--- src/rtl/smz_pkg.sv ---
package smz_pkg;
  // strobes from control to datapath
  typedef struct packed {
    logic load;   // a frame is being taken this cycle
    logic hold;   // channel reset active: clear zero runs
  } smz_strobe_t;
endpackage

--- src/rtl/smz_scale.sv ---
module smz_scale #(
  parameter int DW = 24,
  parameter int RAMP_LOG2 = 10
) (
  input  logic                 clk,
  input  logic                 rstN,
  input  logic                 load,
  input  logic [RAMP_LOG2:0]   gain,
  input  logic [DW-1:0]        sample,
  output logic [DW-1:0]        scaled
);
  localparam int GW = RAMP_LOG2 + 1;
  localparam int PW = DW + GW + 1;

  logic signed [PW-1:0] product;
  logic signed [PW-1:0] rounded;
  logic signed [PW-1:0] shifted;

  always_comb begin
    product = PW'($signed(sample)) * PW'($signed({1'b0, gain}));
    rounded = product + (PW'(1) <<< (RAMP_LOG2 - 1));
    shifted = rounded >>> RAMP_LOG2;
  end

  always_ff @(posedge clk) begin
    if (!rstN) scaled <= '0;
    else if (load) scaled <= shifted[DW-1:0];
  end


  no_overflow_chk: assert property (@(posedge clk) disable iff (!rstN)
    load && !sample[DW-1] |=> !scaled[DW-1]);

  silent_out_chk: assert property (@(posedge clk) disable iff (!rstN)
    load && gain == '0 |=> scaled == '0);
endmodule

--- src/rtl/smz_zero_run.sv ---
module smz_zero_run #(
  parameter int DW = 24,
  parameter int ZERO_RUN = 8192
) (
  input  logic          clk,
  input  logic          rstN,
  input  logic          load,
  input  logic          hold,
  input  logic [DW-1:0] sample,
  output logic          runDone
);
  localparam int CW = $clog2(ZERO_RUN + 1);
  localparam logic [CW-1:0] THR = CW'(ZERO_RUN);

  logic [CW-1:0] runCnt;

  always_ff @(posedge clk) begin
    if (!rstN || hold) runCnt <= '0;
    else if (load) begin
      if (sample != '0) runCnt <= '0;
      else if (runCnt != THR) runCnt <= runCnt + 1'b1;
    end
  end

  assign runDone = (runCnt == THR);


  run_sat_chk: assert property (@(posedge clk) disable iff (!rstN)
    runCnt <= THR);

  run_clear_chk: assert property (@(posedge clk) disable iff (!rstN)
    load && sample != '0 |=> !runDone);
endmodule

--- src/rtl/smz_datapath.sv ---
module smz_datapath
  import smz_pkg::*;
#(
  parameter int DW = 24,
  parameter int RAMP_LOG2 = 10,
  parameter int ZERO_RUN = 8192
) (
  input  logic               clk,
  input  logic               rstN,
  input  smz_strobe_t        stb,
  input  logic [RAMP_LOG2:0] gain,
  input  logic [DW-1:0]      leftIn,
  input  logic [DW-1:0]      rightIn,
  output logic [DW-1:0]      leftOut,
  output logic [DW-1:0]      rightOut,
  output logic               bothRun
);
  localparam int NCH = 2;

  logic [DW-1:0] chIn  [NCH];
  logic [DW-1:0] chOut [NCH];
  logic [NCH-1:0] chRun;

  assign chIn[0] = leftIn;
  assign chIn[1] = rightIn;

  for (genvar ch = 0; ch < NCH; ch++) begin : g_ch
    smz_scale #(.DW(DW), .RAMP_LOG2(RAMP_LOG2)) i_scale (
      .clk(clk), .rstN(rstN), .load(stb.load), .gain(gain),
      .sample(chIn[ch]), .scaled(chOut[ch])
    );
    smz_zero_run #(.DW(DW), .ZERO_RUN(ZERO_RUN)) i_run (
      .clk(clk), .rstN(rstN), .load(stb.load), .hold(stb.hold),
      .sample(chIn[ch]), .runDone(chRun[ch])
    );
  end

  assign leftOut  = chOut[0];
  assign rightOut = chOut[1];
  assign bothRun  = &chRun;
endmodule

--- src/rtl/smz_control.sv ---
module smz_control
  import smz_pkg::*;
#(
  parameter int RAMP_LOG2 = 10,
  parameter int REL_HOLD = 6
) (
  input  logic               clk,
  input  logic               rstN,
  input  logic               frameStb,
  input  logic               muteReq,
  input  logic               detEn,
  input  logic               chanRstN,
  input  logic               bothRun,
  output smz_strobe_t        stb,
  output logic [RAMP_LOG2:0] gain,
  output logic               zeroFlag
);
  localparam int GW = RAMP_LOG2 + 1;
  localparam logic [GW-1:0] UNITY = GW'(1) << RAMP_LOG2;
  localparam int HW = $clog2(REL_HOLD + 1);
  localparam logic [HW-1:0] HOLD_INIT = HW'(REL_HOLD);

  logic [HW-1:0] holdCnt;

  always_ff @(posedge clk) begin
    if (!rstN) gain <= UNITY;
    else if (frameStb) begin
      if (muteReq) begin
        if (gain != '0) gain <= gain - 1'b1;
      end else if (gain != UNITY) gain <= gain + 1'b1;
    end
  end

  always_ff @(posedge clk) begin
    if (!rstN) holdCnt <= '0;
    else if (!chanRstN) holdCnt <= HOLD_INIT;
    else if (frameStb && holdCnt != '0) holdCnt <= holdCnt - 1'b1;
  end

  assign stb.load = frameStb;
  assign stb.hold = !chanRstN;
  assign zeroFlag = (holdCnt != '0) || (detEn && bothRun);


  mute_step_chk: assert property (@(posedge clk) disable iff (!rstN)
    frameStb && muteReq && gain != '0 |=> gain == $past(gain) - 1'b1);

  rise_step_chk: assert property (@(posedge clk) disable iff (!rstN)
    frameStb && !muteReq && gain != UNITY |=> gain == $past(gain) + 1'b1);

  gain_still_chk: assert property (@(posedge clk) disable iff (!rstN)
    !frameStb |=> $stable(gain));

  rst_flag_chk: assert property (@(posedge clk) disable iff (!rstN)
    !chanRstN |=> zeroFlag);
endmodule

--- src/rtl/dac_mute_zero.sv ---
module dac_mute_zero
  import smz_pkg::*;
#(
  parameter int DW = 24,
  parameter int RAMP_LOG2 = 10,
  parameter int ZERO_RUN = 8192,
  parameter int REL_HOLD = 6
) (
  input  logic          clk,
  input  logic          rstN,
  input  logic          frameStb,
  input  logic          muteReq,
  input  logic          detEn,
  input  logic          chanRstN,
  input  logic [DW-1:0] leftIn,
  input  logic [DW-1:0] rightIn,
  output logic [DW-1:0] leftOut,
  output logic [DW-1:0] rightOut,
  output logic          zeroFlag
);
  smz_strobe_t        stb;
  logic [RAMP_LOG2:0] gain;
  logic               bothRun;

  smz_control #(.RAMP_LOG2(RAMP_LOG2), .REL_HOLD(REL_HOLD)) i_control (
    .clk(clk), .rstN(rstN), .frameStb(frameStb), .muteReq(muteReq),
    .detEn(detEn), .chanRstN(chanRstN), .bothRun(bothRun),
    .stb(stb), .gain(gain), .zeroFlag(zeroFlag)
  );

  smz_datapath #(.DW(DW), .RAMP_LOG2(RAMP_LOG2), .ZERO_RUN(ZERO_RUN)) i_datapath (
    .clk(clk), .rstN(rstN), .stb(stb), .gain(gain),
    .leftIn(leftIn), .rightIn(rightIn),
    .leftOut(leftOut), .rightOut(rightOut), .bothRun(bothRun)
  );
endmodule

--- config.mk ---
export PLATFORM = sky130hd
export DESIGN_NAME = dac_mute_zero
export DESIGN_NICKNAME = d
export VERILOG_FILES = /design/src/rtl/smz_pkg.sv /design/src/rtl/smz_scale.sv /design/src/rtl/smz_zero_run.sv /design/src/rtl/smz_datapath.sv /design/src/rtl/smz_control.sv /design/src/rtl/dac_mute_zero.sv
export SDC_FILE = /design/constraint.sdc
export NUM_CORES = 1
export LEC_CHECK = 0
export BUFFER_PORTS_ARGS = -buffer_cell sky130_fd_sc_hd__buf_2
export CORE_AREA = 2 2 190 192
export CTS_CLUSTER_DIAMETER = 80
export CTS_CLUSTER_SIZE = 16
export DETAILED_ROUTE_END_ITERATION = 8
export DIE_AREA = 0 0 192 194
export GPL_TIMING_DRIVEN = 1
export PLACE_DENSITY = 0.85
export SETUP_SLACK_MARGIN = 0.4
export SYNTH_ARGS = -nofsm -noshare
export SYNTH_HDL_FRONTEND = slang
export SYNTH_HIERARCHICAL = 1
export SYNTH_SLANG_ARGS = --single-unit
--- constraint.sdc ---
create_clock -name clk -period 10.02 [get_ports clk]
set_input_delay 1.503 -clock clk [delete_from_list [all_inputs] [get_ports clk]]
set_output_delay 1.503 -clock clk [all_outputs]
set_load 0.1 [all_outputs]
==> impl_metrics.yaml, run 1 <==
detailed_routing:
  vias: 17792
  route.detailed.drc: 0
  drt-initial-drc-count: 1243
  ant_nets: 0
  firstDrtPassIters: 6
  wirelength_mm: 55.4
  wl_per_cell_microns: 18.2
  vias_per_cell: 5.84
synthesis:
  synthTopCellsByArea: "fa_1, ha_1, inv_1"
  netlist-cell-type-count: 94
  synth.avg_cell_area_sq_um: 8.81
  synth_edf_count: 0
  syn_inst: 2573
  synth_top_area_cell: "fa_1"
  yosys_most_used_dff: "dfxtp_1"
  yosys_warnings: 6
  synth_top_area_share_pct: 39.6
  yosysSeqAreaShare_pct: 7.94
  ys_ff_latch: 90
  postSynth.asyncResetShare_pct: 0
  synth_fp_nets: 3271
  netlist_area_sq_um: 22700
cts:
  postCtsHoldBufs: 0
  cts_setup_buffers: 0
  cts_max_path_buffers: 2
  cts_tree: "done"
  htreeDepth: 3
  cts_resized: 0
  clkSinkCount: 90
  clk_pin_slew_ns: 0.08
  clkLatencyLatePin_ns: 0.38
  clk_root_buffer_cell: "clkbuf_16"
  numCtsBuffers: 9
finish:
  syn_to_final_growth_pct: 4.21
  final_common_cell: "inv_1"
  final_cell_mix: "inv_1, fa_1, nand2_1, and2_1, ha_1"
  nFillCells: 2701
  layout-drive-gt1-share_pct: 6.90
  finalNetCount: 3274
critical_path:
  rr_startpoint: "i_control/gain[8]"
  worstPathArrival_ns: 7.14
  crit_chain: "buf_2, nand2_1, fa_1, fa_1, inv_1, fa_1, fa_1, inv_1, fa_1, inv_1, ha_1, nand4_1, a2111oi_1, o21ai_2, a211o_2, a31oi_1, a211o_1, a32o_1"
  worstSetupPathType: "primary input to flip-flop"
  crit_start: "rightIn[16]"
  critPathCaptureType: "flip-flop"
  critPathMaxFanout: 12
  crit_top_cell: "fa_1"
  cp_slowest_cell: "a2111oi_1"
  slowest_delay_ns: 0.64
  cp.required_ns: 10.35
  critPathLaunchType: "primary input"
floorplanning:
  initial_core_util_pct: 64.4
  dieArea_sq_um: 37200
  dieHeight_microns: 194
  core_area_sq_um: 35200
  fp-row-count: 69
  die_w_microns: 192
  ioPinCount: 103
job:
  max_cap_violations: 0
global_route:
  grt_antenna_before_repair: 4
  grt.overflow.total: 0
  grt_max_degree: 73
  grt.total_usage_pct: 31.7
  grt_pass1_vias: 19381
  grt_pass1_wl_mm: 93.7
sta:
  rsz0062_at_grt: "no"
  period_needed_ns: 6.81
  worst_slew_pin_slew_ns: 1.16
  tns_ns: 0
  slew_viol_final: 0
  post-route-period-util_pct: 68.0
  hold_viol: 0
  slew_headroom_pct: 22.9
  setup_viol: 0
  max_freq_ghz: 0.147
  fin_skew_ns: 0.0136
status:
  status: "completed"
place:
  portBuffers: 102
  dp_hpwl_mm: 43.7
  gp_congestion: 0.923
min_path:
  hold_start: "i_datapath/g_ch[0].i_scale/scaled[19]"
  hp-class: "flip-flop to flip-flop"
worst paths after layout:
check	depth (start not counted)	to	slack (ns)
max	18	i_datapath/g_ch[1].i_scale/scaled[22]	3.21
min	2	i_datapath/g_ch[0].i_scale/scaled[19]	0.47
max reg2reg	18	i_datapath/g_ch[1].i_scale/scaled[22]	3.34
min reg2reg	2	i_datapath/g_ch[0].i_scale/scaled[19]	0.47
registers in the layout (all words and copies together) (netlist names):
| signal | flops |
|---|---|
| i_control/gain | 11 |
| i_datapath/g_ch.i_scale/scaled | 48 |
| i_control/holdCnt | 3 |
| i_datapath/g_ch.i_run/runCnt | 28 |
layout make-up:
class                   count  area [sq um]  area share (%)
multi-input cells        1805         18300            77.3
flip-flops and latches     90          1810            7.65
repair buffers            114           603            2.55
clock buffers              10           229           0.969
inverters                 556          2090            8.83
clock inverters             6          47.5           0.201
well taps                 461           577            2.44
diodes                      3          7.51          0.0318
critical path: cells and delay by family:
family	cells	cell delay [ns]
buffers and inverters	4	0.38
adder cells (fa/ha/maj)	6	3.02
AND/OR/NAND/NOR	2	0.33
AO/OA/AOI/OAI	6	1.92
Yosys cell counts (all sizes together), types with 4 or more instances:
cell and n:
inv 555, fa 449, nand2 334, and2 258, ha 195, clkbuf 115
dfxtp 90, nand3 49, nor2 48, a21oi 46, o21ai 39, xnor2 38
nor2b 32, xor2 26, mux2i 22, nor3 22, or3 21, a21boi 18
nand4 18, o31ai 15, a31oi 14, nor4 14, a21o 12, o22ai 12
o211ai 11, o21a 11, a211oi 10, and3 9, nand2b 9, buf 7
or2 7, a41oi 5, nor4b 5, a211o 4, a311oi 4
per-layer routing:
metal	wire, microns	vias up	track usage, %	part of all wire [%]
li1	-	7890	-	-
met5	16	-	0	0.029
met2	27600	812	53.6	50
met3	4310	169	5.38	7.8
met4	2030	2	13.3	3.7
met1	21500	8919	40.3	39
per-stage QoR:
step | setup WS (ns) | hold slack [ns] | instance area, sq um | util [%] | cells
after floorplan | 3.44 | 0.450 | 22700 | - | 2573
final | 3.21 | 0.473 | 23600 | 67.1 | 3045
after global routing | 3.02 | 0.501 | 23600 | 67.1 | 3043
after detailed placement | 2.98 | 0.466 | 23400 | 66.3 | 3026
after global placement | 3.21 | 0.451 | 23400 | 66.3 | 3026
after CTS | 3.33 | 0.478 | 23600 | 67.1 | 3042
logic make-up (layout without fill, tap and decap cells):
kind of cell,Yosys count,count (layout),share of synthesized area [%]
xor+xnor,64,64,2.47
buf+inv,678,686,11.5
other cells,0,3,0
fa+ha+maj,644,644,50.4
flops,90,90,7.94
compound gates,230,230,7.42
mux,24,24,1.07
simple gates,843,843,19.2
Power of run 1 is left out: the tool's default activity adds up to more than one toggle a clock period on the data nets, which glitch-free logic cannot reach.
==> inputs of run 2 (changes only) <==
- CORE_AREA: 2 2 190 192 -> 2 2 200 202
- DIE_AREA: 0 0 192 194 -> 0 0 202 204
- PLACE_DENSITY: 0.85 -> 0.81
- clock period: 10.02 -> 5.82 ns (I/O delays scaled with it)
==> impl_metrics.yaml, run 2 (synthesis gave the netlist of run 1 again) <==
sta:
  slew_viol_final: 0
  slew_headroom_pct: 46.1
  max_freq_ghz: 0.179
  setup_viol: 0
  period_needed_ns: 5.58
  worst_slew_pin_slew_ns: 0.806
  post-route-period-util_pct: 95.9
  fin_skew_ns: 0.0138
  tns_ns: 0
  setup_ws_ns: 0.241
  rsz0062_at_grt: "yes"
  hold_viol: 0
finish:
  layout-drive-gt1-share_pct: 19.9
  final_cell_mix: "inv_1, fa_1, nand2_1, and2_1, buf_4"
  final_common_cell: "inv_1"
  fin_area_sq_um: 26800
  syn_to_final_growth_pct: 18.1
  regMostFlops: "i_datapath/g_ch.i_scale/scaled"
  fin_util_pct: 68.4
  top_regs: "i_datapath/g_ch.i_scale/scaled x48, i_datapath/g_ch.i_run/runCnt x28, i_control/gain x11"
  largest_reg_flops: 48
  finalNetCount: 3455
cts:
  cts_tree: "done"
  htreeDepth: 3
  clk_pin_slew_ns: 0.08
  numCtsBuffers: 9
  clk_root_buffer_cell: "clkbuf_16"
  clkSinkCount: 90
  cts_max_path_buffers: 2
  postCtsHoldBufs: 0
  clkLatencyLatePin_ns: 0.39
critical_path:
  worstSetupPathType: "primary input to flip-flop"
  critPathLaunchType: "primary input"
  critPathMaxFanout: 11
  critPathCaptureType: "flip-flop"
  worstPathArrival_ns: 5.88
  cp.required_ns: 6.12
detailed_routing:
  wirelength_mm: 61.9
  drt-initial-drc-count: 1423
  route.detailed.drc: 0
  vias: 18601
  firstDrtPassIters: 6
  vias_per_cell: 5.65
  ant_nets: 0
  wl_per_cell_microns: 18.8
floorplanning:
  die_w_microns: 202
  core_area_sq_um: 39200
  dieArea_sq_um: 41200
  fp-row-count: 73
  dieHeight_microns: 204
  ioPinCount: 103
  initial_core_util_pct: 57.9
global_route:
  grt.overflow.total: 0
  grt.total_usage_pct: 30.6
  grt_pass1_vias: 20244
  grt_max_degree: 62
  grt_antenna_before_repair: 6
  grt_pass1_wl_mm: 100
place:
  dp_hpwl_mm: 46.1
  placed_cell_area_sq_um: 24800
  portBuffers: 102
  preCtsSetupSlack_ns: -0.135
  gp_congestion: 0.958
status:
  status: "completed"
job:
  max_cap_violations: 0
min_path:
  hp-class: "flip-flop to flip-flop"
run 2: worst max-delay path, cell delays in order:
cell	delay (ns)
buf_8	0.13
and2_1	0.18
fa_1	0.51
fa_1	0.59
fa_2	0.47
fa_1	0.52
inv_1	0.06
fa_1	0.49
inv_1	0.07
ha_4	0.24
a21o_1	0.20
or2_4	0.28
o21ai_4	0.21
a211o_4	0.22
a21oi_4	0.07
or4_4	0.49
a311oi_2	0.26
run 2: path summary, 6_finish.rpt:
kind                                                             from                                    end  slack [ns]  cells past startpoint
worst max-delay path                                       rightIn[7]  i_datapath/g_ch[1].i_scale/scaled[23]        0.24                     17
worst min-delay path            i_datapath/g_ch[1].i_scale/scaled[15]  i_datapath/g_ch[1].i_scale/scaled[15]        0.48                      2
worst max register to register                      i_control/gain[3]  i_datapath/g_ch[1].i_scale/scaled[23]        0.27                     20
worst min register to register  i_datapath/g_ch[1].i_scale/scaled[15]  i_datapath/g_ch[1].i_scale/scaled[15]        0.48                      2
run 2: repair_timing:
item | in CTS | in global routing
resized for setup | 110 | 173
cloned | 4 | 4
pin swaps | 60 | 142
setup endpoints to repair | 22 | 34
buffers inserted | 24 | 25
hold endpoints to repair | 0 | 0
run 2: layer usage:
layer | up-vias | track usage, % | routed length (microns)
met4 | 0 | 13.8 | 2650
met5 | - | 0 | 0
li1 | 8250 | - | -
met2 | 838 | 51.5 | 30200
met1 | 9305 | 38.6 | 24200
met3 | 208 | 5.37 | 4860
run 2: layout make-up:
class                           instances  area (sq um)
Multi-Input combinational cell       1805         19200
Antenna cell                            5          12.5
Clock buffer                            9           225
Tap cell                              525           657
Inverter                              556          2090
Clock inverter                          7           124
Timing Repair Buffer                  295          2640
Sequential cell                        90          1830
Fill cell                            2784         12400
run 2: stage by stage:
step / hold WS [ns] / instances
finish: 0.477 / 3292
global route: 0.498 / 3292
CTS: 0.479 / 3258
detailed placement: 0.468 / 3214
global placement: 0.451 / 3214
floorplan: 0.450 / 2573
Power of run 2 is left out for the same reason.
